## src/rtl/gpio_pkg.sv

```systemverilog
package gpio_pkg;
  localparam int NBANK = 2;

  localparam int ADDR_PEND0  = 8'h0B;
  localparam int ADDR_MASK0  = 8'h19;
  localparam int ADDR_SLEEP0 = 8'h1B;
  localparam int ADDR_OCTL0  = 8'h2B;
  localparam int ADDR_ICTL0  = 8'h33;
  localparam int CTL_STRIDE  = 16;

  typedef enum logic [1:0] {
    EDGE_OFF  = 2'b00,
    EDGE_FALL = 2'b01,
    EDGE_RISE = 2'b10,
    EDGE_BOTH = 2'b11
  } edge_mode_e;

  typedef struct packed {
    logic       dir;
    logic       od;
    logic       pull_en;
    logic [1:0] pull_sel;
    logic       val;
  } out_cfg_t;

  function automatic logic [7:0] octl_addr(int b, int i);
    return 8'(ADDR_OCTL0 + b * CTL_STRIDE + i);
  endfunction

  function automatic logic [7:0] ictl_addr(int b, int i);
    return 8'(ADDR_ICTL0 + b * CTL_STRIDE + i);
  endfunction
endpackage

```

## src/rtl/gpio_sync.sv

```systemverilog
module gpio_sync #(
  parameter int W      = 16,
  parameter int STAGES = 2
) (
  input  logic         clk,
  input  logic         rst_n,
  input  logic [W-1:0] d,
  output logic [W-1:0] q
);
  logic [W-1:0] st [STAGES];

  always_ff @(posedge clk or negedge rst_n) begin
    if (!rst_n) begin
      for (int s = 0; s < STAGES; s++) st[s] <= '0;
    end else begin
      st[0] <= d;
      for (int s = 1; s < STAGES; s++) st[s] <= st[s-1];
    end
  end

  assign q = st[STAGES-1];
endmodule

```

## src/rtl/gpio_edge_det.sv

```systemverilog
module gpio_edge_det import gpio_pkg::*; #(
  parameter int W = 16
) (
  input  logic           clk,
  input  logic           rst_n,
  input  logic [W-1:0]   lvl,
  input  logic [2*W-1:0] mode_flat,
  output logic [W-1:0]   hit
);
  logic [W-1:0] prev;

  always_ff @(posedge clk or negedge rst_n) begin
    if (!rst_n) prev <= '0;
    else        prev <= lvl;
  end

  for (genvar i = 0; i < W; i++) begin : g_det
    logic chg;
    logic h;
    assign chg = lvl[i] ^ prev[i];
    always_comb begin
      unique case (edge_mode_e'(mode_flat[2*i +: 2]))
        EDGE_OFF:  h = 1'b0;
        EDGE_FALL: h = chg & ~lvl[i];
        EDGE_RISE: h = chg & lvl[i];
        EDGE_BOTH: h = chg;
        default:   h = 1'b0;
      endcase
    end
    assign hit[i] = h;
  end

  // a detection only ever follows a real change of the synchronised level
  assert_edge_real_R4: assert property (@(posedge clk) disable iff (!rst_n)
    (hit != '0) |-> ((hit & ~(lvl ^ $past(lvl))) == '0));
endmodule

```

## src/rtl/gpio_irq_bank.sv

```systemverilog
module gpio_irq_bank #(
  parameter int W = 8
) (
  input  logic         clk,
  input  logic         rst_n,
  input  logic [W-1:0] hit,
  input  logic [W-1:0] wdata,
  input  logic         clr_we,
  input  logic         mask_we,
  input  logic         sleep_we,
  output logic [W-1:0] pend,
  output logic [W-1:0] mask,
  output logic [W-1:0] sleep,
  output logic         req
);
  logic [W-1:0] clr_bits;

  assign clr_bits = clr_we ? wdata : '0;

  always_ff @(posedge clk or negedge rst_n) begin
    if (!rst_n) begin
      pend  <= '0;
      mask  <= '0;
      sleep <= '0;
    end else begin
      pend <= (pend & ~clr_bits) | hit;
      if (mask_we)  mask  <= wdata;
      if (sleep_we) sleep <= wdata;
    end
  end

  assign req = |(pend & ~mask);

  assert_w1c_clears_R5: assert property (@(posedge clk) disable iff (!rst_n)
    clr_we |=> ((pend & $past(wdata & ~hit)) == '0));

  assert_sticky_R5: assert property (@(posedge clk) disable iff (!rst_n)
    (pend != '0) |=> (($past(pend) & ~$past(clr_bits) & ~pend) == '0));

  assert_set_wins_R6: assert property (@(posedge clk) disable iff (!rst_n)
    (hit != '0) |=> ((pend & $past(hit)) == $past(hit)));
endmodule

```

## src/rtl/gpio_edge_ctrl.sv

```systemverilog
module gpio_edge_ctrl import gpio_pkg::*; #(
  parameter int BANK_W      = 8,
  parameter int SYNC_STAGES = 2
) (
  input  logic                      clk,
  input  logic                      rst_n,
  input  logic [7:0]                reg_addr,
  input  logic [7:0]                reg_wdata,
  input  logic                      reg_we,
  output logic [7:0]                reg_rdata,
  input  logic [NBANK*BANK_W-1:0]   pin_in,
  output logic [NBANK*BANK_W-1:0]   pin_out,
  output logic [NBANK*BANK_W-1:0]   pin_oe,
  output logic [NBANK*BANK_W-1:0]   pin_od,
  output logic [NBANK*BANK_W-1:0]   pin_pull_en,
  output logic [2*NBANK*BANK_W-1:0] pin_pull_sel,
  output logic                      irq
);
  localparam int NPIN  = NBANK * BANK_W;
  localparam int CFG_W = $bits(out_cfg_t);

  logic [NPIN-1:0]       lvl;
  logic [NPIN-1:0]       hit;
  logic [2*NPIN-1:0]     mode_flat;
  logic [CFG_W*NPIN-1:0] cfg_flat;
  logic [NPIN-1:0]       pend_all, mask_all, sleep_all;
  logic [NBANK-1:0]      bank_req;
  logic                  addr_hit;

  gpio_sync #(.W(NPIN), .STAGES(SYNC_STAGES)) u_sync (
    .clk(clk), .rst_n(rst_n), .d(pin_in), .q(lvl)
  );

  gpio_edge_det #(.W(NPIN)) u_edge (
    .clk(clk), .rst_n(rst_n), .lvl(lvl), .mode_flat(mode_flat), .hit(hit)
  );

  for (genvar p = 0; p < NPIN; p++) begin : g_pin
    localparam int B = p / BANK_W;
    localparam int I = p % BANK_W;
    out_cfg_t   cfg_q;
    logic [1:0] mode_q;

    always_ff @(posedge clk or negedge rst_n) begin
      if (!rst_n) begin
        cfg_q  <= '0;
        mode_q <= '0;
      end else if (reg_we) begin
        if (reg_addr == octl_addr(B, I)) cfg_q  <= out_cfg_t'(reg_wdata[CFG_W-1:0]);
        if (reg_addr == ictl_addr(B, I)) mode_q <= reg_wdata[2:1];
      end
    end

    assign cfg_flat[CFG_W*p +: CFG_W] = cfg_q;
    assign mode_flat[2*p +: 2]        = mode_q;
    assign pin_oe[p]                  = cfg_q.dir;
    assign pin_od[p]                  = cfg_q.od;
    assign pin_pull_en[p]             = cfg_q.pull_en;
    assign pin_pull_sel[2*p +: 2]     = cfg_q.pull_sel;
    assign pin_out[p]                 = cfg_q.val;
  end

  for (genvar b = 0; b < NBANK; b++) begin : g_bank
    gpio_irq_bank #(.W(BANK_W)) u_bank (
      .clk      (clk),
      .rst_n    (rst_n),
      .hit      (hit[b*BANK_W +: BANK_W]),
      .wdata    (reg_wdata[BANK_W-1:0]),
      .clr_we   (reg_we && (reg_addr == 8'(ADDR_PEND0 + b))),
      .mask_we  (reg_we && (reg_addr == 8'(ADDR_MASK0 + b))),
      .sleep_we (reg_we && (reg_addr == 8'(ADDR_SLEEP0 + b))),
      .pend     (pend_all[b*BANK_W +: BANK_W]),
      .mask     (mask_all[b*BANK_W +: BANK_W]),
      .sleep    (sleep_all[b*BANK_W +: BANK_W]),
      .req      (bank_req[b])
    );
  end

  assign irq = |bank_req;

  always_comb begin
    reg_rdata = '0;
    addr_hit  = 1'b0;
    for (int b = 0; b < NBANK; b++) begin
      if (reg_addr == 8'(ADDR_PEND0 + b)) begin
        reg_rdata = 8'(pend_all[b*BANK_W +: BANK_W]);
        addr_hit  = 1'b1;
      end
      if (reg_addr == 8'(ADDR_MASK0 + b)) begin
        reg_rdata = 8'(mask_all[b*BANK_W +: BANK_W]);
        addr_hit  = 1'b1;
      end
      if (reg_addr == 8'(ADDR_SLEEP0 + b)) begin
        reg_rdata = 8'(sleep_all[b*BANK_W +: BANK_W]);
        addr_hit  = 1'b1;
      end
      for (int i = 0; i < BANK_W; i++) begin
        if (reg_addr == octl_addr(b, i)) begin
          reg_rdata = 8'(cfg_flat[CFG_W*(b*BANK_W+i) +: CFG_W]);
          addr_hit  = 1'b1;
        end
        if (reg_addr == ictl_addr(b, i)) begin
          reg_rdata = {5'b0, mode_flat[2*(b*BANK_W+i) +: 2], lvl[b*BANK_W+i]};
          addr_hit  = 1'b1;
        end
      end
    end
  end

  assert_unmapped_zero_R10: assert property (@(posedge clk) disable iff (!rst_n)
    !addr_hit |-> (reg_rdata == 8'h00));

  assert_all_masked_quiet_R7: assert property (@(posedge clk) disable iff (!rst_n)
    (&mask_all) |-> !irq);
endmodule

```

## config.mk

```make
export PLATFORM = sky130hd
export DESIGN_NAME = gpio_edge_ctrl
export DESIGN_NICKNAME = d
export VERILOG_FILES = /design/src/rtl/gpio_pkg.sv /design/src/rtl/gpio_sync.sv /design/src/rtl/gpio_edge_det.sv /design/src/rtl/gpio_irq_bank.sv /design/src/rtl/gpio_edge_ctrl.sv
export SDC_FILE = /design/constraint.sdc
export NUM_CORES = 1
export LEC_CHECK = 0
export BUFFER_PORTS_ARGS = -buffer_cell sky130_fd_sc_hd__buf_2
export CORE_UTILIZATION = 53
export CTS_CLUSTER_SIZE = 40
export DETAILED_ROUTE_END_ITERATION = 8
export GPL_ROUTABILITY_DRIVEN = 0
export PLACE_DENSITY = 0.73
export REMOVE_ABC_BUFFERS = 1
export SETUP_SLACK_MARGIN = 0.3
export SYNTH_ARGS = -nofsm -noshare
export SYNTH_HDL_FRONTEND = slang
export SYNTH_SLANG_ARGS = --single-unit
```

## constraint.sdc

```tcl
create_clock -name clk -period 2.9 [get_ports clk]
set_input_delay 0.58 -clock clk [delete_from_list [all_inputs] [get_ports clk]]
set_output_delay 0.58 -clock clk [all_outputs]
set_load 0.02 [all_outputs]
```

==> flow_metrics.py, run 1 <==
metrics = {
    "status": {
        "status": "finished with violations",
        "violations": "negative setup slack",
    },
    "sta": {
        "fin_crit_sh": 1.26,
        "worst_pin_slew_ps": 883,
        "setup_violations": 8,
        "rsz0062_at_grt": "yes",
        "slew_viol_final": 0,
        "fin_ws_ps": -766,
        "hold-worst-slack_ps": 48.1,
        "relSlewSlack": 0.411,
        "fmax_ghz": 0.273,
        "finalClockSkew_ps": 8.81,
        "hold_viol_final": 0,
        "period_needed_ps": 3670,
    },
    "worst_setup_path": {
        "worstReg2RegEnd": "g_bank[0].u_bank.pend[1]$_DFF_PN0_",
        "critPathRequiredTime_ps": 2320,
        "cp-start-kind": "input pin",
        "ff2ff_setup_slack_ps": 1400,
        "worstSetupPathType": "in2out",
        "r2r_start": "g_pin[1].mode_q[0]$_DFFE_PN0P_",
        "cp_max_fo": 4,
        "reg2regPathDepth": 7,
        "critPathCaptureType": "output port",
        "arrival_ps": 3090,
    },
    "cells_and_area": {
        "n_antenna_cell": 0,
        "fillerInstances": 1499,
        "finalInstanceArea_mm2": 0.0151,
        "drive_above_1_share": 0.418,
        "area_growth_pct": 30.7,
        "nets": 1448,
    },
    "synth": {
        "ys_seq_area_frac": 0.486,
        "synth_cell_types": 71,
        "netlist_area_mm2": 0.0115,
        "synth_top_area_frac": 0.486,
        "ys.flop_type": "dfrtp_1",
        "async_flop_share": 1.00,
        "synth_edf_count": 0,
        "synthCells": 1076,
        "synth.top_cells.by_count": "dfrtp_1 (224), mux2_2 (156), nand2_1 (99)",
        "ys_seq_elements": 224,
        "synth.area.top_cells": "dfrtp_1 (49%), mux2_2 (15%), ha_1 (5.2%)",
        "yosysMostFrequentCell": "dfrtp_1",
        "yosysTopAreaCell": "dfrtp_1",
        "avgSynthCellArea_um2": 10.7,
        "yosysWarnings": 0,
    },
    "floorplanning": {
        "io_pins": 140,
        "fp.coreArea_mm2": 0.0212,
        "start_util": 0.546,
        "die_h_um": 150,
        "die_w_um": 150,
        "die-area_mm2": 0.0224,
        "num_rows": 53,
    },
    "placement": {
        "pre_cts_ws_ps": -705,
        "place_area_mm2": 0.0136,
        "dp_hpwl_um": 26700,
        "numPortBuffers": 139,
    },
    "pwr": {
        "pwr_density_cell_mw_per_mm2": 488,
        "leakagePower_nw": 7.45,
        "peakVddDrop_mv": 0.457,
    },
    "clock_network": {
        "path_clk_slew_ps": 60,
        "cts_buffer_depth": 3,
        "clkSinkCount": 224,
        "cts_tree": "built",
        "clk_latency_ps": 530,
        "cts-root-buf": "clkbuf_16",
        "cts_inserted_buffers": 24,
        "htreeDepth": 1,
        "ctsHoldBuffers": 0,
    },
    "flow_run": {
        "max_cap_viol_count": 0,
    },
    "global_routing": {
        "grt_max_degree": 82,
        "antenna_found_initial": 0,
        "grt_pass1_wl_um": 58200,
        "grt_overflow": 0,
        "grt.total_usage": 0.345,
        "first_global_vias": 10300,
    },
    "detailed_routing": {
        "drc_errors": 0,
        "drt_wl_total_um": 37800,
        "vias_per_cell": 6.21,
        "drtIter0Drc": 1108,
        "vias": 10300,
        "wl_per_cell_um": 22.8,
        "final_antenna_net_count": 0,
        "first_pass_iters": 6,
    },
    "min_path": {
        "hold_path.class": "in2async",
    },
}
## cells in the final DEF, fill, tap and decap left out, types with 4 or more instances in the layout
cell type / Yosys / layout
dfrtp_1: 224 / 224
buf_4: 2 / 165
mux2_2: 156 / 156
buf_2: 12 / 123
nand2_1: 99 / 96
nor2_1: 71 / 67
inv_1: 54 / 54
o21ai_0: 62 / 53
ha_1: 48 / 48
a21oi_1: 44 / 42
buf_6: 2 / 26
clkbuf_16: 0 / 25
nand3_1: 26 / 23
a22oi_1: 24 / 19
nor2b_1: 16 / 16
mux2i_1: 16 / 16
o22ai_1: 14 / 14
nor3_1: 22 / 13
o211ai_1: 9 / 9
xor2_1: 9 / 9
clkbuf_1: 40 / 8
nor3_2: 3 / 7
a221oi_1: 9 / 7
a222oi_1: 7 / 7
o32ai_1: 7 / 7
nor3_4: 1 / 6
nand4_1: 6 / 6
buf_12: 0 / 6
a22oi_2: 0 / 5
a221o_1: 5 / 5
a211oi_1: 6 / 5
clkbuf_8: 0 / 5
nand2b_1: 6 / 4
o21ai_1: 0 / 4
nor4_1: 6 / 4
a2111oi_0: 6 / 4
buf_8: 0 / 4
## through the flow
| stage | setup TNS [ps] | total power [mW] | util | cells |
|---|---|---|---|---|
| floorplan | -1520 | 3.80 | - | 1015 |
| global placement | -3190 | 4.27 | 0.645 | 1595 |
| detailed placement | -3470 | 4.30 | 0.645 | 1595 |
| CTS | -2160 | 7.35 | 0.702 | 1649 |
| global route | -3110 | 7.61 | 0.713 | 1655 |
| finish | -2760 | 7.37 | 0.713 | 1655 |
## flip-flops by register name, indices dropped and copies added, names as in the netlist
name,flops
pin_oe,16
pin_od,16
g_bank.u_bank.mask,16
g_bank.u_bank.pend,16
pin_pull_sel,32
u_sync.q,16
pin_out,16
g_bank.u_bank.sleep,16
g_pin.mode_q,32
pin_pull_en,16
u_edge.prev,16
u_sync.st,16
## repair_timing
action,CTS,global route
buffers inserted,13,6
pin swaps,25,19
resized for setup,92,41
setup endpoints to repair,8,8
## report_power, final
group          internal [mW]  leakage [nW]  switching [mW]
registers               3.28          2.87           0.158
logic                  0.362          4.20           0.526
clock network           1.79         0.375            1.26
## logic make-up after synthesis
kind of cell             share of synthesized area
AND/OR/NAND/NOR                              0.119
XOR/XNOR                                   0.00683
buffers and inverters                       0.0406
AO/OA/AOI/OAI                                0.130
flip-flops                                   0.486
multiplexers                                 0.166
adder cells (fa/ha/maj)                     0.0520
## worst max-delay path, stage by stage
cell      delay (ps)
buf_6             90
or4b_4           610
nor3_4           200
a311oi_1         140
a221o_1          350
a221oi_2         360
o31ai_4          150
buf_4            170
a221oi_4         260
buf_6            160
## how the worst max path moves through the flow
stage	from	slack, ps	depth (start not counted)	end
global placement	reg_addr[5]	-650	12	reg_rdata[1]
global route	reg_addr[4]	-810	10	reg_rdata[1]
finish	reg_addr[4]	-770	10	reg_rdata[1]
detailed placement	reg_addr[5]	-700	10	reg_rdata[1]
floorplan	reg_addr[5]	-540	7	reg_rdata[1]
CTS	reg_addr[4]	-630	10	reg_rdata[1]
## per-layer routing
layer | up-vias | global-route usage | routed length (um)
li1 | 4481 | - | -
met1 | 5014 | 0.466 | 15300
met2 | 649 | 0.535 | 17100
met3 | 140 | 0.0805 | 3840
met4 | 0 | 0.136 | 1560
met5 | - | 0 | 0
## area by class of cell
| type | count | area [um2] | share of cell area |
|---|---|---|---|
| multi-input cells | 737 | 5840 | 0.387 |
| flip-flops and latches | 224 | 5610 | 0.372 |
| repair buffers | 324 | 2330 | 0.154 |
| clock buffers | 38 | 724 | 0.0480 |
| well taps | 275 | 344 | 0.0228 |
| inverters | 54 | 203 | 0.0134 |
| clock inverters | 3 | 40.0 | 0.00265 |
Note: power is estimated with default switching activity, not from simulation.
==> inputs of run 2 (changes only) <==
Settings changed: CORE_MARGIN from default to 4.
==> flow_metrics.py, run 2 (synthesized netlist as in run 1, its figures left out) <==
metrics = {
    "status": {
        "status": "finished with violations",
        "violations": "negative setup slack",
    },
    "sta": {
        "fin_ws_ps": -766,
        "fmax_ghz": 0.273,
        "worst_pin_slew_ps": 876,
        "period_needed_ps": 3670,
        "finalClockSkew_ps": 9.13,
        "fin_crit_sh": 1.26,
        "relSlewSlack": 0.416,
        "final.setup.tns_ps": -2980,
        "hold_viol_final": 0,
        "rsz0062_at_grt": "yes",
        "slew_viol_final": 0,
        "setup_violations": 8,
    },
    "detailed_routing": {
        "wl_per_cell_um": 22.6,
        "first_pass_iters": 7,
        "drc_errors": 0,
        "drt_wl_total_um": 37300,
        "vias_per_cell": 6.17,
        "final_antenna_net_count": 0,
        "drtIter0Drc": 1018,
        "vias": 10200,
    },
    "global_routing": {
        "grt_pass1_wl_um": 57800,
        "grt_overflow": 0,
        "grt.total_usage": 0.305,
        "grt_max_degree": 68,
        "antenna_found_initial": 0,
        "first_global_vias": 10300,
    },
    "clock_network": {
        "path_clk_slew_ps": 60,
        "cts_tree": "built",
        "htreeDepth": 1,
        "cts-root-buf": "clkbuf_16",
        "clk_latency_ps": 520,
        "cts_inserted_buffers": 25,
        "clkSinkCount": 224,
        "cts_buffer_depth": 3,
    },
    "worst_setup_path": {
        "path_cells": "buf_8 -> or4b_4 -> nor3_4 -> a311oi_1 -> a221o_1 -> a221oi_2 -> o31ai_2 -> buf_4 -> a221oi_4 -> buf_6",
        "cp_slowest_cell": "or4b_4",
        "critPathCaptureType": "output port",
        "cp.depth": 10,
        "arrival_ps": 3090,
        "worstSetupPathType": "in2out",
        "reg2regPathDepth": 7,
        "cp_top_family": "compound AO/OA/AOI/OAI gates",
        "critPathRequiredTime_ps": 2320,
        "slowest_delay_ps": 630,
        "cp_max_fo": 5,
        "cp-start-kind": "input pin",
        "path_buf_inv": 3,
    },
    "floorplanning": {
        "die_h_um": 156,
        "num_rows": 53,
        "io_pins": 140,
        "die-area_mm2": 0.0242,
        "fp.coreArea_mm2": 0.0212,
        "die_w_um": 156,
        "start_util": 0.544,
    },
    "cells_and_area": {
        "final_common_cell": "dfrtp_1",
        "n_antenna_cell": 0,
        "area_growth_pct": 29.5,
        "drive_above_1_share": 0.409,
        "nets": 1444,
        "final_util": 0.704,
        "layout.cells.non_filler": 1652,
        "final_cell_mix": "dfrtp_1 (224), buf_4 (168), mux2_2 (156)",
        "fillerInstances": 1586,
        "finalInstanceArea_mm2": 0.0149,
    },
    "placement": {
        "place_inst": 1600,
        "dp_hpwl_um": 26700,
        "place_area_mm2": 0.0136,
        "numPortBuffers": 139,
    },
    "min_path": {
        "hold_path.class": "in2async",
    },
    "pwr": {
        "switchingPower_mw": 1.92,
        "cell_internal_pwr_mw": 5.69,
        "leakagePower_nw": 7.40,
        "pwr_density_cell_mw_per_mm2": 509,
        "peakVddDrop_mv": 0.435,
        "p_total_mw": 7.61,
        "clkPwrFrac": 0.435,
        "p_seq_frac": 0.452,
        "p_comb_frac": 0.114,
        "switching_share": 0.253,
    },
    "flow_run": {
        "max_cap_viol_count": 0,
    },
}
run 2: cell count changes in the layout (fill, tap and decap cells not counted), moves of 3 or more:
| cell | change |
|---|---|
| buf_4 | +3 |
| buf_6 | -6 |
| nand2_1 | +3 |
| buf_12 | -4 |
| bufinv_16 | +3 |
| clkbuf_1 | -3 |
run 2: power groups by stage:
stage,combinational [mW],clock [mW],sequential (mW)
final,0.865,3.31,3.44
after global routing,0.933,3.48,3.45
after CTS,0.847,3.36,3.43
after detailed placement,0.812,0,3.48
after global placement,0.791,0,3.48
after floorplan,0.294,0,3.51
run 2: path summary, 6_finish.rpt:
check	from	to	slack (ps)
hold reg to reg	u_sync.st[28]$_DFF_PN0_	u_sync.q[12]$_DFF_PN0_	350
setup / recovery	reg_addr[5]	reg_rdata[1]	-770
min in group clk	pin_in[3]	u_sync.st[19]$_DFF_PN0_	160
hold / removal	rst_n	u_sync.st[22]$_DFF_PN0_	20
max in group asynchronous	rst_n	pin_pull_en[13]$_DFFE_PN0P_	2060
setup reg to reg	g_pin[13].mode_q[0]$_DFFE_PN0P_	g_bank[1].u_bank.pend[5]$_DFF_PN0_	1350
run 2: routing by layer:
layer	track usage	share of wire	vias to the layer above
met5	0	0	-
li1	-	-	4467
met4	0.104	0.039	0
met2	0.490	0.46	595
met1	0.418	0.41	5017
met3	0.0602	0.096	118
run 2: final cells by class:
type | count | area [um2] | share of cell area
Multi-Input combinational cell | 737 | 5710 | 0.382
Sequential cell | 224 | 5610 | 0.375
Timing Repair Buffer | 319 | 2220 | 0.149
Clock buffer | 35 | 713 | 0.0477
Tap cell | 275 | 344 | 0.0230
Inverter | 54 | 203 | 0.0136
Clock inverter | 8 | 144 | 0.00963
run 2: timing repair:
| action | 4_1_cts | 5_1_grt |
|---|---|---|
| gates resized for setup | 75 | 24 |
| endpoints found under the setup margin | 8 | 8 |
| pin swaps | 21 | 11 |
| setup buffers | 6 | 3 |
| hold buffers | 0 | 0 |
run 2: through the flow:
| step | setup slack (ps) | hold slack [ps] |
|---|---|---|
| global placement | -736 | 332 |
| finish | -766 | 16.6 |
| CTS | -715 | 26.6 |
| global route | -820 | 51.1 |
| detailed placement | -754 | 335 |
| floorplan | -536 | 284 |
